==> src/rtl/rxep_pkg.sv <==
package rxep_pkg;

  typedef enum logic [1:0] {
    ADDR_STAT  = 2'd0,
    ADDR_CTRL  = 2'd1,
    ADDR_MAXLO = 2'd2,
    ADDR_MAXHI = 2'd3
  } csr_addr_e;

  // control register layout, MSB first: iso, dma_en, auto_req, auto_clr
  typedef struct packed {
    logic iso;
    logic dma_en;
    logic auto_req;
    logic auto_clr;
  } ctrl_t;

  localparam int CTRL_W = $bits(ctrl_t);

endpackage

==> src/rtl/rxep_csr.sv <==
module rxep_csr
  import rxep_pkg::*;
#(
  parameter int MAXP_W = 11
) (
  input  logic              clk,
  input  logic              rst_n,
  input  logic              we,
  input  logic [1:0]        addr,
  input  logic [7:0]        wdata,
  input  logic              short_pkt,
  output ctrl_t             ctrl,
  output logic [MAXP_W-1:0] maxp
);

  localparam int NLANE = (MAXP_W + 7) / 8;

  ctrl_t ctrl_q, ctrl_d;
  logic  ctrl_en;
  logic  ctrl_wr;

  assign ctrl_wr = we && (addr == ADDR_CTRL);

  // next state: software write, then hardware disarm of auto-request wins
  always_comb begin
    ctrl_d = ctrl_q;
    if (ctrl_wr) begin
      ctrl_d = ctrl_t'(wdata[CTRL_W-1:0]);
    end
    if (short_pkt) begin
      ctrl_d.auto_req = 1'b0;
    end
  end

  assign ctrl_en = ctrl_wr || short_pkt;

  always_ff @(posedge clk or negedge rst_n) begin
    if (!rst_n) begin
      ctrl_q <= '0;
    end else if (ctrl_en) begin
      ctrl_q <= ctrl_d;
    end
  end

  assign ctrl = ctrl_q;

  // maximum packet size, one register lane per byte address
  for (genvar g = 0; g < NLANE; g++) begin : g_lane
    localparam int LW = ((MAXP_W - 8 * g) >= 8) ? 8 : (MAXP_W - 8 * g);
    localparam logic [1:0] LANE_ADDR = 2'(2 + g);
    logic [LW-1:0] lane_q;
    logic          lane_en;

    assign lane_en = we && (addr == LANE_ADDR);

    always_ff @(posedge clk or negedge rst_n) begin
      if (!rst_n) begin
        lane_q <= '0;
      end else if (lane_en) begin
        lane_q <= wdata[LW-1:0];
      end
    end

    assign maxp[8*g +: LW] = lane_q;
  end


  areq_drop_chk: assert property (@(posedge clk) disable iff (!rst_n)
    short_pkt |=> !ctrl_q.auto_req);

endmodule

==> src/rtl/rxep_unload_cnt.sv <==
module rxep_unload_cnt #(
  parameter int MAXP_W    = 11,
  parameter int DMA_BYTES = 4
) (
  input  logic              clk,
  input  logic              rst_n,
  input  logic              pkt_valid,
  input  logic [MAXP_W-1:0] pkt_len,
  input  logic [MAXP_W-1:0] maxp,
  input  logic              rdy,
  input  logic              cpu_rd,
  input  logic              dma_rd,
  output logic              short_pkt,
  output logic              full_pkt,
  output logic              reach_max
);

  localparam int CNT_W = MAXP_W + 1;

  logic [CNT_W-1:0] cnt_q, cnt_d, inc, sat;
  logic [CNT_W:0]   sum;
  logic             cnt_en;
  logic             full_q, full_d;
  logic             step;

  always_comb begin
    inc = '0;
    if (dma_rd) inc = inc + CNT_W'(DMA_BYTES);
    if (cpu_rd) inc = inc + CNT_W'(1);
  end

  assign step = rdy && (inc != '0);
  assign sum  = {1'b0, cnt_q} + {1'b0, inc};
  assign sat  = sum[CNT_W] ? '1 : sum[CNT_W-1:0];

  assign short_pkt = pkt_valid && (pkt_len < maxp);
  assign full_d    = (pkt_len >= maxp);

  assign cnt_en = pkt_valid || step;
  assign cnt_d  = pkt_valid ? '0 : sat;

  always_ff @(posedge clk or negedge rst_n) begin
    if (!rst_n) begin
      cnt_q <= '0;
    end else if (cnt_en) begin
      cnt_q <= cnt_d;
    end
  end

  always_ff @(posedge clk or negedge rst_n) begin
    if (!rst_n) begin
      full_q <= 1'b0;
    end else if (pkt_valid) begin
      full_q <= full_d;
    end
  end

  assign full_pkt  = full_q;
  assign reach_max = step && full_q && (sum >= {2'b00, maxp});


  cnt_clear_chk: assert property (@(posedge clk) disable iff (!rst_n)
    pkt_valid |=> (cnt_q == '0));

endmodule

==> src/rtl/rxep_handshake.sv <==
module rxep_handshake
  import rxep_pkg::*;
(
  input  logic       clk,
  input  logic       rst_n,
  input  logic       pkt_valid,
  input  logic       pkt_pid_err,
  input  ctrl_t      ctrl,
  input  logic       stat_we,
  input  logic [1:0] stat_wbits,
  input  logic       reach_max,
  input  logic       full_pkt,
  output logic       rdy,
  output logic       req,
  output logic       pid
);

  logic rdy_q, rdy_d, rdy_en;
  logic req_q, req_d, req_en;
  logic pid_q, pid_d, pid_en;
  logic sw_clr, auto_clr, clr_evt;

  // software and automatic clears merge into one event
  assign sw_clr   = stat_we && !stat_wbits[0];
  assign auto_clr = ctrl.auto_clr && reach_max;
  assign clr_evt  = rdy_q && !pkt_valid && (sw_clr || auto_clr);

  always_comb begin
    rdy_d = rdy_q;
    if (pkt_valid)    rdy_d = 1'b1;
    else if (clr_evt) rdy_d = 1'b0;
  end
  assign rdy_en = pkt_valid || clr_evt;

  always_comb begin
    req_d = req_q;
    if (pkt_valid)                      req_d = 1'b0;
    else if (clr_evt && ctrl.auto_req)  req_d = 1'b1;
    else if (stat_we)                   req_d = stat_wbits[1];
  end
  assign req_en = pkt_valid || (clr_evt && ctrl.auto_req) || stat_we;

  always_comb begin
    pid_d = pid_q;
    if (pkt_valid)    pid_d = ctrl.iso && pkt_pid_err;
    else if (clr_evt) pid_d = 1'b0;
  end
  assign pid_en = pkt_valid || clr_evt;

  always_ff @(posedge clk or negedge rst_n) begin
    if (!rst_n) begin
      rdy_q <= 1'b0;
    end else if (rdy_en) begin
      rdy_q <= rdy_d;
    end
  end

  always_ff @(posedge clk or negedge rst_n) begin
    if (!rst_n) begin
      req_q <= 1'b0;
    end else if (req_en) begin
      req_q <= req_d;
    end
  end

  always_ff @(posedge clk or negedge rst_n) begin
    if (!rst_n) begin
      pid_q <= 1'b0;
    end else if (pid_en) begin
      pid_q <= pid_d;
    end
  end

  assign rdy = rdy_q;
  assign req = req_q;
  assign pid = pid_q;


  areq_set_chk: assert property (@(posedge clk) disable iff (!rst_n)
    ($fell(rdy_q) && $past(ctrl.auto_req)) |-> req_q);


  short_hold_chk: assert property (@(posedge clk) disable iff (!rst_n)
    (rdy_q && !full_pkt && !pkt_valid && !sw_clr) |=> rdy_q);


  pid_bulk_chk: assert property (@(posedge clk) disable iff (!rst_n)
    (pkt_valid && !ctrl.iso) |=> !pid_q);

endmodule

==> src/rtl/rxep_host_ctrl.sv <==
module rxep_host_ctrl
  import rxep_pkg::*;
#(
  parameter int MAXP_W    = 11,
  parameter int DMA_BYTES = 4
) (
  input  logic              clk,
  input  logic              rst_n,
  input  logic [1:0]        csr_addr,
  input  logic              csr_we,
  input  logic [7:0]        csr_wdata,
  output logic [7:0]        csr_rdata,
  input  logic              pkt_valid,
  input  logic [MAXP_W-1:0] pkt_len,
  input  logic              pkt_pid_err,
  input  logic              cpu_rd,
  input  logic              dma_rd,
  output logic              rx_ready,
  output logic              req_pkt,
  output logic              dma_req,
  output logic              pid_err
);

  // reset: asserted asynchronously, released on the clock
  logic [1:0] rst_sync_q;
  logic       rst_int_n;

  always_ff @(posedge clk or negedge rst_n) begin
    if (!rst_n) begin
      rst_sync_q <= '0;
    end else begin
      rst_sync_q <= {rst_sync_q[0], 1'b1};
    end
  end
  assign rst_int_n = rst_sync_q[1];

  ctrl_t             ctrl;
  logic [MAXP_W-1:0] maxp;
  logic [15:0]       maxp_ext;
  logic              short_pkt, full_pkt, reach_max;
  logic              stat_we;
  logic              rdy, req, pid;

  assign stat_we = csr_we && (csr_addr == ADDR_STAT);

  rxep_csr #(.MAXP_W(MAXP_W)) u_csr (
    .clk       (clk),
    .rst_n     (rst_int_n),
    .we        (csr_we),
    .addr      (csr_addr),
    .wdata     (csr_wdata),
    .short_pkt (short_pkt),
    .ctrl      (ctrl),
    .maxp      (maxp)
  );

  rxep_unload_cnt #(.MAXP_W(MAXP_W), .DMA_BYTES(DMA_BYTES)) u_cnt (
    .clk       (clk),
    .rst_n     (rst_int_n),
    .pkt_valid (pkt_valid),
    .pkt_len   (pkt_len),
    .maxp      (maxp),
    .rdy       (rdy),
    .cpu_rd    (cpu_rd),
    .dma_rd    (dma_rd),
    .short_pkt (short_pkt),
    .full_pkt  (full_pkt),
    .reach_max (reach_max)
  );

  rxep_handshake u_hs (
    .clk         (clk),
    .rst_n       (rst_int_n),
    .pkt_valid   (pkt_valid),
    .pkt_pid_err (pkt_pid_err),
    .ctrl        (ctrl),
    .stat_we     (stat_we),
    .stat_wbits  (csr_wdata[1:0]),
    .reach_max   (reach_max),
    .full_pkt    (full_pkt),
    .rdy         (rdy),
    .req         (req),
    .pid         (pid)
  );

  assign maxp_ext = 16'(maxp);

  always_comb begin
    unique case (csr_addr)
      ADDR_STAT:  csr_rdata = {5'b0, pid, req, rdy};
      ADDR_CTRL:  csr_rdata = {{(8-CTRL_W){1'b0}}, ctrl};
      ADDR_MAXLO: csr_rdata = maxp_ext[7:0];
      default:    csr_rdata = maxp_ext[15:8];
    endcase
  end

  assign rx_ready = rdy;
  assign req_pkt  = req;
  assign pid_err  = pid;
  assign dma_req  = ctrl.dma_en && rdy;


  dma_fall_chk: assert property (@(posedge clk) disable iff (!rst_int_n)
    $fell(rx_ready) |-> !dma_req);

endmodule

==> config.mk <==
export PLATFORM = sky130hd
export DESIGN_NAME = rxep_host_ctrl
export DESIGN_NICKNAME = d
export VERILOG_FILES = /design/src/rtl/rxep_pkg.sv /design/src/rtl/rxep_csr.sv /design/src/rtl/rxep_unload_cnt.sv /design/src/rtl/rxep_handshake.sv /design/src/rtl/rxep_host_ctrl.sv
export SDC_FILE = /design/constraint.sdc
export NUM_CORES = 1
export LEC_CHECK = 0
export BUFFER_PORTS_ARGS = -buffer_cell sky130_fd_sc_hd__buf_2
export CAP_MARGIN = 40
export CORE_MARGIN = 4
export CORE_UTILIZATION = 45
export DETAILED_ROUTE_END_ITERATION = 10
export GPL_TIMING_DRIVEN = 0
export PLACE_DENSITY = 0.73
export SYNTH_ARGS = -nofsm -noshare
export SYNTH_HDL_FRONTEND = slang
export SYNTH_HIERARCHICAL = 1
export SYNTH_SLANG_ARGS = --single-unit
==> constraint.sdc <==
create_clock -name clk -period 0.9 [get_ports clk]
set_input_delay 0.18 -clock clk [delete_from_list [all_inputs] [get_ports clk]]
set_output_delay 0.18 -clock clk [all_outputs]
set_load 0.02 [all_outputs]
Word level (Yosys, flattened, before mapping)
Cells that the tools add are included.

storage, ports and cells
  memories = 0
  flip-flop bits (word level) = 33
  ROM bits = 0
  bits in writable memories = 0
  bits in latches = 0

operators by class
  shift operators = 0
  multiplexer cells = 13
  bitwise gates (word level) = 0
  add/subtract/negate cells = 2
  equal/unequal tests = 3
  div/mod/pow operators = 0
  magnitude comparators = 3
  reduce and logical (&&, ||, !) cells = 32
  $mul = 0

operator list
  kind                                                 number
  2-to-1 mux 12 bit                                    3
  case mux 8 bit (3 select lines)                      1
  logical AND 1 bit                                    15
  adder 12 x 12 -> 13 bit                              1
  greater-or-equal comparator 13 x 11 -> 1 bit         1
  nonzero test 12 bit                                  1
  greater-or-equal comparator 11 bit                   1
  less-than comparator 11 bit                          1
  AND reduction 2 bit                                  4
  2-to-1 mux 1 bit                                     7
  logical OR 1 bit                                     6
  adder 3 x 1 -> 4 bit, second input constant          1
  equality test 2 bit, second input constant           2
  nonzero test 2 bit                                   2
  2-to-1 mux 3 bit                                     1
  nonzero test 3 bit                                   1
  equality test 2 x 1 -> 1 bit, second input constant  1
  zero test 1 bit                                      2
  zero test 2 bit                                      1
  2-to-1 mux 2 bit                                     1

Depth between registers and ports, before layout
Gate-level depths: netlist (run 1).

  depth in word-level cells = 14
  mapped depth = 14
  gate-level depth less buffers = 14

By module
Netlist (run 1), hierarchy kept.

by module, submodules not included
  module           cells each  area each (µm²)  times used
  rxep_unload_cnt  148         1343.8           1
  rxep_csr         35          588.1            1
  rxep_host_ctrl   16          190.2            1
  rxep_handshake   14          148.9            1

Least setup slack after synthesis (run 1)
OpenSTA, ideal clock, no wires.

  path kind = register to register
  start point = reg u_cnt.cnt_q[0]
  end point = reg u_hs.req_q, in the netlist u_hs/req
  arrival time = 2.818 ns
  setup slack = -2.050 ns
  setup time = 0.132 ns
  stages on the path, launching flop included = 15
  buffers on the path = 0
  required time = 0.768 ns
  path through = dfrtp_1 > ha_1 > ha_1 > a21oi_2 > nor2_2 > and3_1 > xor2_1 > ha_1 > a21oi_1 > o21ai_0 > a2111oi_0 > o311ai_0 > and3_1 > a22oi_2 > o22ai_1

on the way
  word-level cells in the longest chain between the ends = 10
  elaborated cells between the ends (all ways) = 13

RTL lines
  item                                              line                                        text
  start: declaration                                rxep_unload_cnt.sv:20                       logic [CNT_W-1:0] cnt_q, cnt_d, inc, sat;
  start signal: assignment                          rxep_unload_cnt.sv:46                       cnt_q <= cnt_d;
  adder 12 x 12 -> 13 bit (*)                       rxep_unload_cnt.sv:33                       assign sum = {1'b0, cnt_q} + {1'b0, inc};
  greater-or-equal comparator 13 x 11 -> 1 bit (*)  rxep_unload_cnt.sv:59                       assign reach_max = step && full_q && (sum >= {2'b00, maxp});
  logical AND 1 bit (*)                             rxep_unload_cnt.sv:59
  named net reach_max                               rxep_host_ctrl.sv:40                        logic short_pkt, full_pkt, reach_max;
  logical AND 1 bit (*)                             rxep_handshake.sv:25                        assign auto_clr = ctrl.auto_clr && reach_max;
  logical OR 1 bit (*)                              rxep_handshake.sv:26                        assign clr_evt = rdy_q && !pkt_valid && (sw_clr || auto_clr);
  logical AND 1 bit (*)                             rxep_handshake.sv:26
  logical AND 1 bit (*)                             rxep_handshake.sv:38, rxep_handshake.sv:41
  logical OR 1 bit (2 in a row)                     rxep_handshake.sv:41                        assign req_en = pkt_valid || (clr_evt && ctrl.auto_req) || stat_we;
  AND reduction 2 bit (no line)                     --
  end signal: assignment                            rxep_handshake.sv:62                        req_q <= req_d;
  end: declaration                                  rxep_handshake.sv:19                        logic req_q, req_d, req_en;

The timed path passes the listed nets; every way through them passes the cells marked *.
A chain may end at the register's enable or synchronous reset.

Final worst setup path (run 1)
  start point = reg u_cnt.cnt_q[0]
  end point = reg u_hs.pid_q, in the netlist u_hs/pid

on the way
  word-level cells in the longest chain between the ends = 8
  elaborated cells between the ends (all ways) = 9

RTL lines
  item                                                              line                   text
  adder 12 x 12 -> 13 bit (*)                                       rxep_unload_cnt.sv:33
  greater-or-equal comparator 13 x 11 -> 1 bit (*)                  rxep_unload_cnt.sv:59
  logical AND 1 bit (*)                                             rxep_unload_cnt.sv:59
  named net reach_max                                               rxep_host_ctrl.sv:40
  logical AND 1 bit (*)                                             rxep_handshake.sv:25
  logical OR 1 bit (*)                                              rxep_handshake.sv:26
  logical AND 1 bit (*)                                             rxep_handshake.sv:26
  nonzero test 2 bit (no line) or logical OR 1 bit (tied branches)  --
  AND reduction 2 bit (no line) (*)                                 --
  end signal: assignment                                            rxep_handshake.sv:70   pid_q <= pid_d;
  end: declaration                                                  rxep_handshake.sv:20   logic pid_q, pid_d, pid_en;

Marked as above.

==> qor.yml, run 1 <==
setup_path:
  critical_path.max_stage_delay_ns: 0.41
  critPathKind: "flip-flop to flip-flop"
  crit_top_cell: "ha_4"
  crit_slowest_cell: "dfrtp_1"
  cp_data_arrival_time_ns: 3.06
  end_kind: "flip-flop"
  required_ns: 1.08
  path_max_fanout: 3
  r2r_slack_ns: -1.98
  worstPathCellList: "ha_4 > ha_4 > a21oi_4 > buf_4 > nor2b_1 > xor2_1 > ha_1 > nand2_1 > nor2_2 > a2111oi_4 > o311ai_1 > and3_1 > a22oi_2 > o31a_1"
  critPathLaunchType: "flip-flop"
global_route:
  antenna_found_initial: 0
  overflow: 0
  grt_first_pass_wirelength_um: 9710
  grt_pass1_vias: 2086
  grt_use_total_pct: 20.1
  grt_max_degree: 32
finish:
  drive_above_1_share_pct: 52.7
  diodes: 0
  final_common_cell: "buf_2"
  final_core_util_pct: 66.8
  layout_common_cells: "31 x buf_2, 30 x dfrtp_1, 22 x buf_6"
  nNetsFinal: 333
  syn_to_final_growth_pct: 41.6
  design_area_sq_mm: 0.00322
sta:
  skew_ns: 0.00962
  hold_violations: 0
  fin_crit_sh_pct: 320
  final.min_clock_period_ns: 2.88
  setup_tns_ns: -22.35
  setup-violations-final: 31
  fmax_mhz: 347
  rsz0062_at_grt: "true"
  slew_violations: 0
  setup_ws_ns: -1.98
yosys:
  synth_cell_types: 54
  synth_top_area_share_pct: 36.4
  synth_top_area_cell: "dfrtp_1"
  synthTopCellsByArea: "dfrtp_1 36%, ha_1 14%, mux2_2 6.9%, mux4_2 3.0%, a21oi_1 2.9%"
  netlist_area_sq_mm: 0.00227
  synth_warnings: 6
  syn-num-nets: 266
  syn_avg_cell_area_sq_um: 10.7
  synth-seq-cells: 33
  async_flop_share_pct: 100
  ys.flop_type: "dfrtp_1"
  seq_area_frac_synth_pct: 36.4
  synth-edff-count: 0
  netlist_instances: 213
run_status:
  status: "finished, violations left"
  violations: "setup timing"
power_and_ir_drop:
  powerDensity_mw_per_mm2: 1580
  power_leakage_nw: 1.52
  p_total_mw: 5.07
  vdd_ir_drop_max_v: 0.000956
job:
  maxCapViolCount: 0
routing:
  drc: 0
  vias_per_cell: 5.47
  routed_wl_um: 5910
  drt_iter0_drc: 93
  first_pass_iters: 4
  ant_nets: 0
  wl_per_cell_um: 17.0
  vias: 1905
placed_design:
  post-place-ws_ns: -2.43
  gp_routability_congestion: 0.826
  io_buffer_count: 39
  placed_area_sq_mm: 0.00261
  hpwl_um: 4010
clock_tree:
  ctsLongestPathBuffers: 2
  htree_levels: 2
  cts_buffers: 5
  insertion_delay_ns: 0.30
  clock-sinks: 33
  cts.root.buffer_cell: "clkbuf_8"
  cts_tree: "done"
  clkTransAtPathRegs_ns: 0.08
hold_path:
  hold_class: "input pin to flip-flop"
floorplanning:
  ios: 40
  die_h_um: 79.0
  design.core.area_sq_mm: 0.00482
  start_util_pct: 47.1
  num_rows: 25
  fp.dieArea_sq_mm: 0.00625
  die_x_um: 79.0
-- critical path, delay by kind of cell, from the launching register on --
| kind | cells | cell delay (ns) |
|---|---|---|
| compound gates | 5 | 0.78 |
| buf+inv | 1 | 0.16 |
| fa+ha+maj | 3 | 0.71 |
| flops | 1 | 0.41 |
| simple gates | 4 | 0.54 |
| xor+xnor | 1 | 0.16 |
-- final cells by class --
| class | instances | area (sq um) |
|---|---|---|
| Sequential cell | 33 | 832 |
| Multi-Input combinational cell | 161 | 1670 |
| Clock inverter | 3 | 17.5 |
| Clock buffer | 5 | 68.8 |
| Inverter | 15 | 56.3 |
| Buffer | 4 | 26.3 |
| Tap cell | 67 | 83.8 |
| Fill cell | 386 | 1600 |
| Timing Repair Buffer | 60 | 457 |
-- what timing repair did --
| item | in CTS | in global routing |
|---|---|---|
| hold buffers | 1 | 0 |
| hold endpoints to repair | 2 | 0 |
| endpoints found under the setup margin | 31 | 36 |
| resized for setup | 47 | 38 |
| setup buffers | 15 | 8 |
| pin swaps | 14 | 23 |
-- cell usage after synthesis, types with 2 or more instances --
library cell / n
dfrtp_1: 33
ha_1: 25
inv_1: 14
mux2_2: 14
a21oi_1: 13
o21ai_0: 11
nand2_1: 9
nand3_1: 8
nor2_1: 7
nor2b_1: 6
xor2_1: 6
and2_1: 5
mux2i_1: 5
o221a_2: 5
and3_1: 3
mux4_2: 3
o21a_1: 3
a21o_1: 2
a31oi_1: 2
nand2b_1: 2
nand3b_1: 2
nor3_1: 2
xnor2_1: 2
-- stage by stage --
step                      hold slack [ns]  std cells
after floorplan                    -0.116        213
after global placement            -0.0351        319
after detailed placement          -0.0344        319
after CTS                          0.0963        343
after global routing               0.0971        348
final                               0.105        348
-- registers in the layout, indices dropped and copies added, names as in the netlist --
name and cells:
u_hs/pid 1, u_cnt/full_pkt 1, u_cnt/cnt_q 12, rst_sync_q 2, u_hs/rdy 1, u_csr/g_lane.lane_q 11
u_csr/ctrl 4, u_hs/req 1
-- final timing paths --
path | startpoint | to | depth (start not counted)
worst max-delay path | u_cnt/cnt_q[0] | u_hs/pid | 14
worst min-delay path | csr_wdata[5] | u_csr/g_lane[0].lane_q[5] | 2
worst max register to register | u_cnt/cnt_q[0] | u_hs/pid | 14
worst min register to register | rst_sync_q[1] | u_cnt/cnt_q[4] | 0
max in group asynchronous | rst_sync_q[1] | u_hs/pid | 0
min in group asynchronous | rst_n | rst_sync_q[1] | 2
-- cells by family (layout without fill, tap and decap cells) --
group,after synthesis,count (layout),share of synthesized area [%]
and+or+nand+nor,56,56,15.9
AOI/OAI and AO/OA,49,49,15.0
DFF,33,33,36.4
adders and majority gates,25,25,13.8
muxes,22,22,12.1
buffers and inverters,19,87,3.58
xor gates and xnor gates,8,8,3.09
other,1,1,0.165
-- where the power goes --
group | leakage, nW | total, mW | internal, mW | switching [mW]
combinational | 1.07 | 2.05 | 1.10 | 0.951
clock | 0.0439 | 1.14 | 0.534 | 0.602
sequential | 0.409 | 1.89 | 1.67 | 0.213
total | 1.52 | 5.07 | 3.31 | 1.77
-- per-layer routing --
metal | vias up | share of wire (%) | GRT usage [%]
li1 | 917 | - | -
met1 | 935 | 47 | 26.2
met2 | 46 | 48 | 32.5
met3 | 7 | 3.9 | 5.44
met4 | 0 | 1.1 | 6.19
met5 | - | 0 | 0
(Power assumes the default switching activity.)
==> run 2: changes to the inputs <==
- SYNTH_HIERARCHICAL: 1 -> unset
==> qor.yml, run 2 <==
yosys:
  synth-edff-count: 0  # unchanged
  synth_cell_types: 49  # -9.3%
  synth-seq-cells: 33  # unchanged
  seq_area_frac_synth_pct: 36.0  # -0.34 points
  synthTopCellsByArea: "dfrtp_1 36%, ha_1 14%, mux2_2 6.9%, nor2_1 3.1%, mux4_2 2.9%"
  netlist_area_sq_mm: 0.00229  # +0.94%
  async_flop_share_pct: 100  # unchanged
  synth.most_common_cell: "dfrtp_1"
  synth_common_cells: "33 x dfrtp_1, 25 x ha_1, 19 x nor2_1, 15 x inv_1, 14 x mux2_2"
  syn-num-nets: 277  # +4.1%
  synth_warnings: 0  # -6
  ys.flop_type: "dfrtp_1"
  synth_top_area_cell: "dfrtp_1"
  netlist_instances: 224  # +5.2%
  synth_top_area_share_pct: 36.0  # -0.34 points
  syn_avg_cell_area_sq_um: 10.2  # -4.0%
routing:
  wl_per_cell_um: 17.5  # +2.9%
  vias_per_cell: 5.56  # +1.6%
  vias: 2036  # +6.9%
  drc: 0  # unchanged
  routed_wl_um: 6400  # +8.3%
  ant_nets: 0  # unchanged
  drt_iter0_drc: 94  # +1.1%
  first_pass_iters: 4  # unchanged
sta:
  skew_ns: 0.0104  # +0.000769 ns
  slew_headroom_pct: 65.7
  slew_violations: 0  # unchanged
  final.min_clock_period_ns: 2.68  # -0.196 ns
  setup_ws_ns: -1.78  # +0.196 ns
  fmax_mhz: 373  # +7.3%
  setup-violations-final: 30  # -3.2%
  worstMarginPinSlew_ns: 0.514
  hold_violations: 0  # unchanged
  rsz0062_at_grt: "true"
  fin_crit_sh_pct: 298  # -22 points
floorplanning:
  ios: 40  # unchanged
  start_util_pct: 47.6  # +0.44 points
  fp.dieArea_sq_mm: 0.00630  # +0.84%
  num_rows: 25  # unchanged
  die_h_um: 79.4  # +0.42%
  die_x_um: 79.4  # +0.42%
  design.core.area_sq_mm: 0.00482  # unchanged
global_route:
  grt_first_pass_wirelength_um: 10700  # +11%
  grt_pass1_vias: 2191  # +5.0%
  antenna_found_initial: 0  # unchanged
  grt_use_total_pct: 21.9  # +1.8 points
  overflow: 0  # unchanged
  grt_max_degree: 32  # unchanged
setup_path:
  r2r_slack_ns: -1.78  # +0.20 ns
  critPathLaunchType: "flip-flop"
  required_ns: 1.09  # about the same
  cp_data_arrival_time_ns: 2.87  # -0.19 ns
  critical_path.max_stage_delay_ns: 0.41  # about the same
  worstPathCellList: "ha_4 > a31oi_4 > nor2_4 > and3_4 > xor2_1 > ha_2 > nand4_1 > o311ai_2 > a31oi_1 > o22a_1"
  crit_family: "compound AO/OA/AOI/OAI gates"
  path_max_fanout: 4  # +1
  critPathKind: "flip-flop to flip-flop"
  end_kind: "flip-flop"
  crit_slowest_cell: "dfrtp_1"
  cp_num_buf_inv: 0  # -1
power_and_ir_drop:
  p_sw_mw: 1.76  # -0.46%
  powerDensity_mw_per_mm2: 1570  # -0.19%
  seqPwrFrac_pct: 35.5  # -1.7 points
  switching_share_pct: 33.4  # -1.4 points
  clockPowerShare_pct: 27.4  # +5.0 points
  pwr-share-comb_pct: 37.2  # -3.2 points
  vdd_ir_drop_max_v: 0.00148  # +55%
  power_leakage_nw: 1.54  # +1.3%
  internal-power_mw: 3.50  # +5.9%
clock_tree:
  htree_levels: 2  # unchanged
  cts_buffers: 5  # unchanged
  cts_tree: "done"
  clkTransAtPathRegs_ns: 0.08  # about the same
  ctsLongestPathBuffers: 2  # unchanged
  insertion_delay_ns: 0.30  # about the same
  clock-sinks: 33  # unchanged
  cts.root.buffer_cell: "clkbuf_8"
placed_design:
  io_buffer_count: 37  # -5.1%
  dpl.cell_count: 328  # +2.8%
  placed_area_sq_mm: 0.00274  # +4.7%
  hpwl_um: 4300  # +7.1%
  gp_routability_congestion: 0.811  # -1.8%
finish:
  largest_reg_flops: 12  # unchanged
  design_area_sq_mm: 0.00334  # +3.9%
  final_common_cell: "dfrtp_1"
  layout_common_cells: "28 x dfrtp_1, 25 x buf_2, 23 x buf_6"
  n_fill_cell: 361  # -6.5%
  drive_above_1_share_pct: 49.5  # -3.2 points
  syn_to_final_growth_pct: 45.7
  diodes: 0  # unchanged
  regMostFlops: "u_cnt.cnt_q"
  nNetsFinal: 351  # +5.4%
  instances_no_fill: 366  # +5.2%
run_status:
  status: "finished, violations left"
  violations: "setup timing"
hold_path:
  hold_class: "input pin to flip-flop"
job:
  maxCapViolCount: 0  # unchanged
## run 2: cell count changes after synthesis, sizes merged, moves of 4 or more
cell / delta
nor2: +11
nor3: +9
a21oi: -5
nand4: +5
o221a: -5
a311oi: +4
## run 2: layout make-up
| cell class | instances | area, sq um | share of cell area [%] |
|---|---|---|---|
| buffer | 4 | 32.5 | 0.974 |
| tap | 67 | 83.8 | 2.51 |
| clock inverter | 3 | 46.3 | 1.39 |
| clock buffer | 5 | 68.8 | 2.06 |
| multi-input combinational | 172 | 1690 | 50.6 |
| sequential | 33 | 835 | 25.0 |
| inverter | 15 | 56.3 | 1.69 |
| timing repair buffer | 67 | 529 | 15.8 |
## run 2: logic make-up (layout without fill, tap and decap cells)
group | count (synthesis) | count (layout) | share of synthesized area [%]
AO/OA/AOI/OAI | 44 | 44 | 13.5
XOR/XNOR | 9 | 9 | 3.44
adder cells (fa/ha/maj) | 25 | 25 | 13.6
buffers and inverters | 19 | 94 | 3.17
flip-flops | 33 | 33 | 36.0
multiplexers | 19 | 19 | 10.7
other | 1 | 1 | 0.164
AND/OR/NAND/NOR | 74 | 74 | 19.4
## run 2: final timing paths
kind                                start                   endpoint  cells past startpoint
setup / recovery           u_cnt.cnt_q[2]                   u_hs.rdy                     10
hold / removal               csr_wdata[6]  u_csr.g_lane[0].lane_q[6]                      2
setup reg to reg           u_cnt.cnt_q[2]                   u_hs.rdy                     10
hold reg to reg             rst_sync_q[1]            u_cnt.cnt_q[11]                      0
max in group asynchronous   rst_sync_q[1]                   u_hs.rdy                      0
min in group asynchronous           rst_n              rst_sync_q[1]                      2
## run 2: through the flow
step | util [%] | power (mW) | worst slack (ns) | hold WS [ns] | setup TNS (ns)
6_report | 69.4 | 5.26 | -1.78 | 0.121 | -22.26
5_1_grt | 69.4 | 5.56 | -1.79 | 0.126 | -23.80
4_1_cts | 67.9 | 5.10 | -1.75 | 0.121 | -22.60
3_5_place_dp | 56.8 | 3.37 | -1.82 | -0.0337 | -21.79
3_3_place_gp | 56.8 | 3.32 | -1.80 | -0.0358 | -20.93
2_1_floorplan | - | 2.95 | -1.58 | -0.116 | -14.90
## run 2: what timing repair did
item / in CTS / in global routing
gates resized for setup: 48 / 27
hold endpoints to repair: 2 / 0
cloned: 0 / 0
pin swaps: 20 / 26
hold buffers: 1 / 0
setup buffers: 29 / 9
setup endpoints to repair: 29 / 62
## run 2: metal layers
metal	track usage (%)	vias up	share of wire, %
met4	6.70	0	1.7
met3	3.50	10	3.3
met1	28.1	1001	45
li1	-	975	-
met2	37.8	50	49
met5	0	-	0
## run 2: worst reg2reg max path, cell delays in order (launching register included)
cell	delay, ns
dfrtp_1	0.41
ha_4	0.25
a31oi_4	0.29
nor2_4	0.07
and3_4	0.20
xor2_1	0.14
ha_2	0.33
nand4_1	0.12
o311ai_2	0.40
a31oi_1	0.16
o22a_1	0.19
## run 2: power by group through the flow
| stage | Combinational [mW] | Clock (mW) | Sequential, mW |
|---|---|---|---|
| after global routing | 2.12 | 1.54 | 1.90 |
| after floorplan | 1.10 | 0 | 1.84 |
| after CTS | 1.78 | 1.46 | 1.86 |
| after global placement | 1.43 | 0 | 1.88 |
| after detailed placement | 1.48 | 0 | 1.89 |
| final | 1.95 | 1.44 | 1.87 |
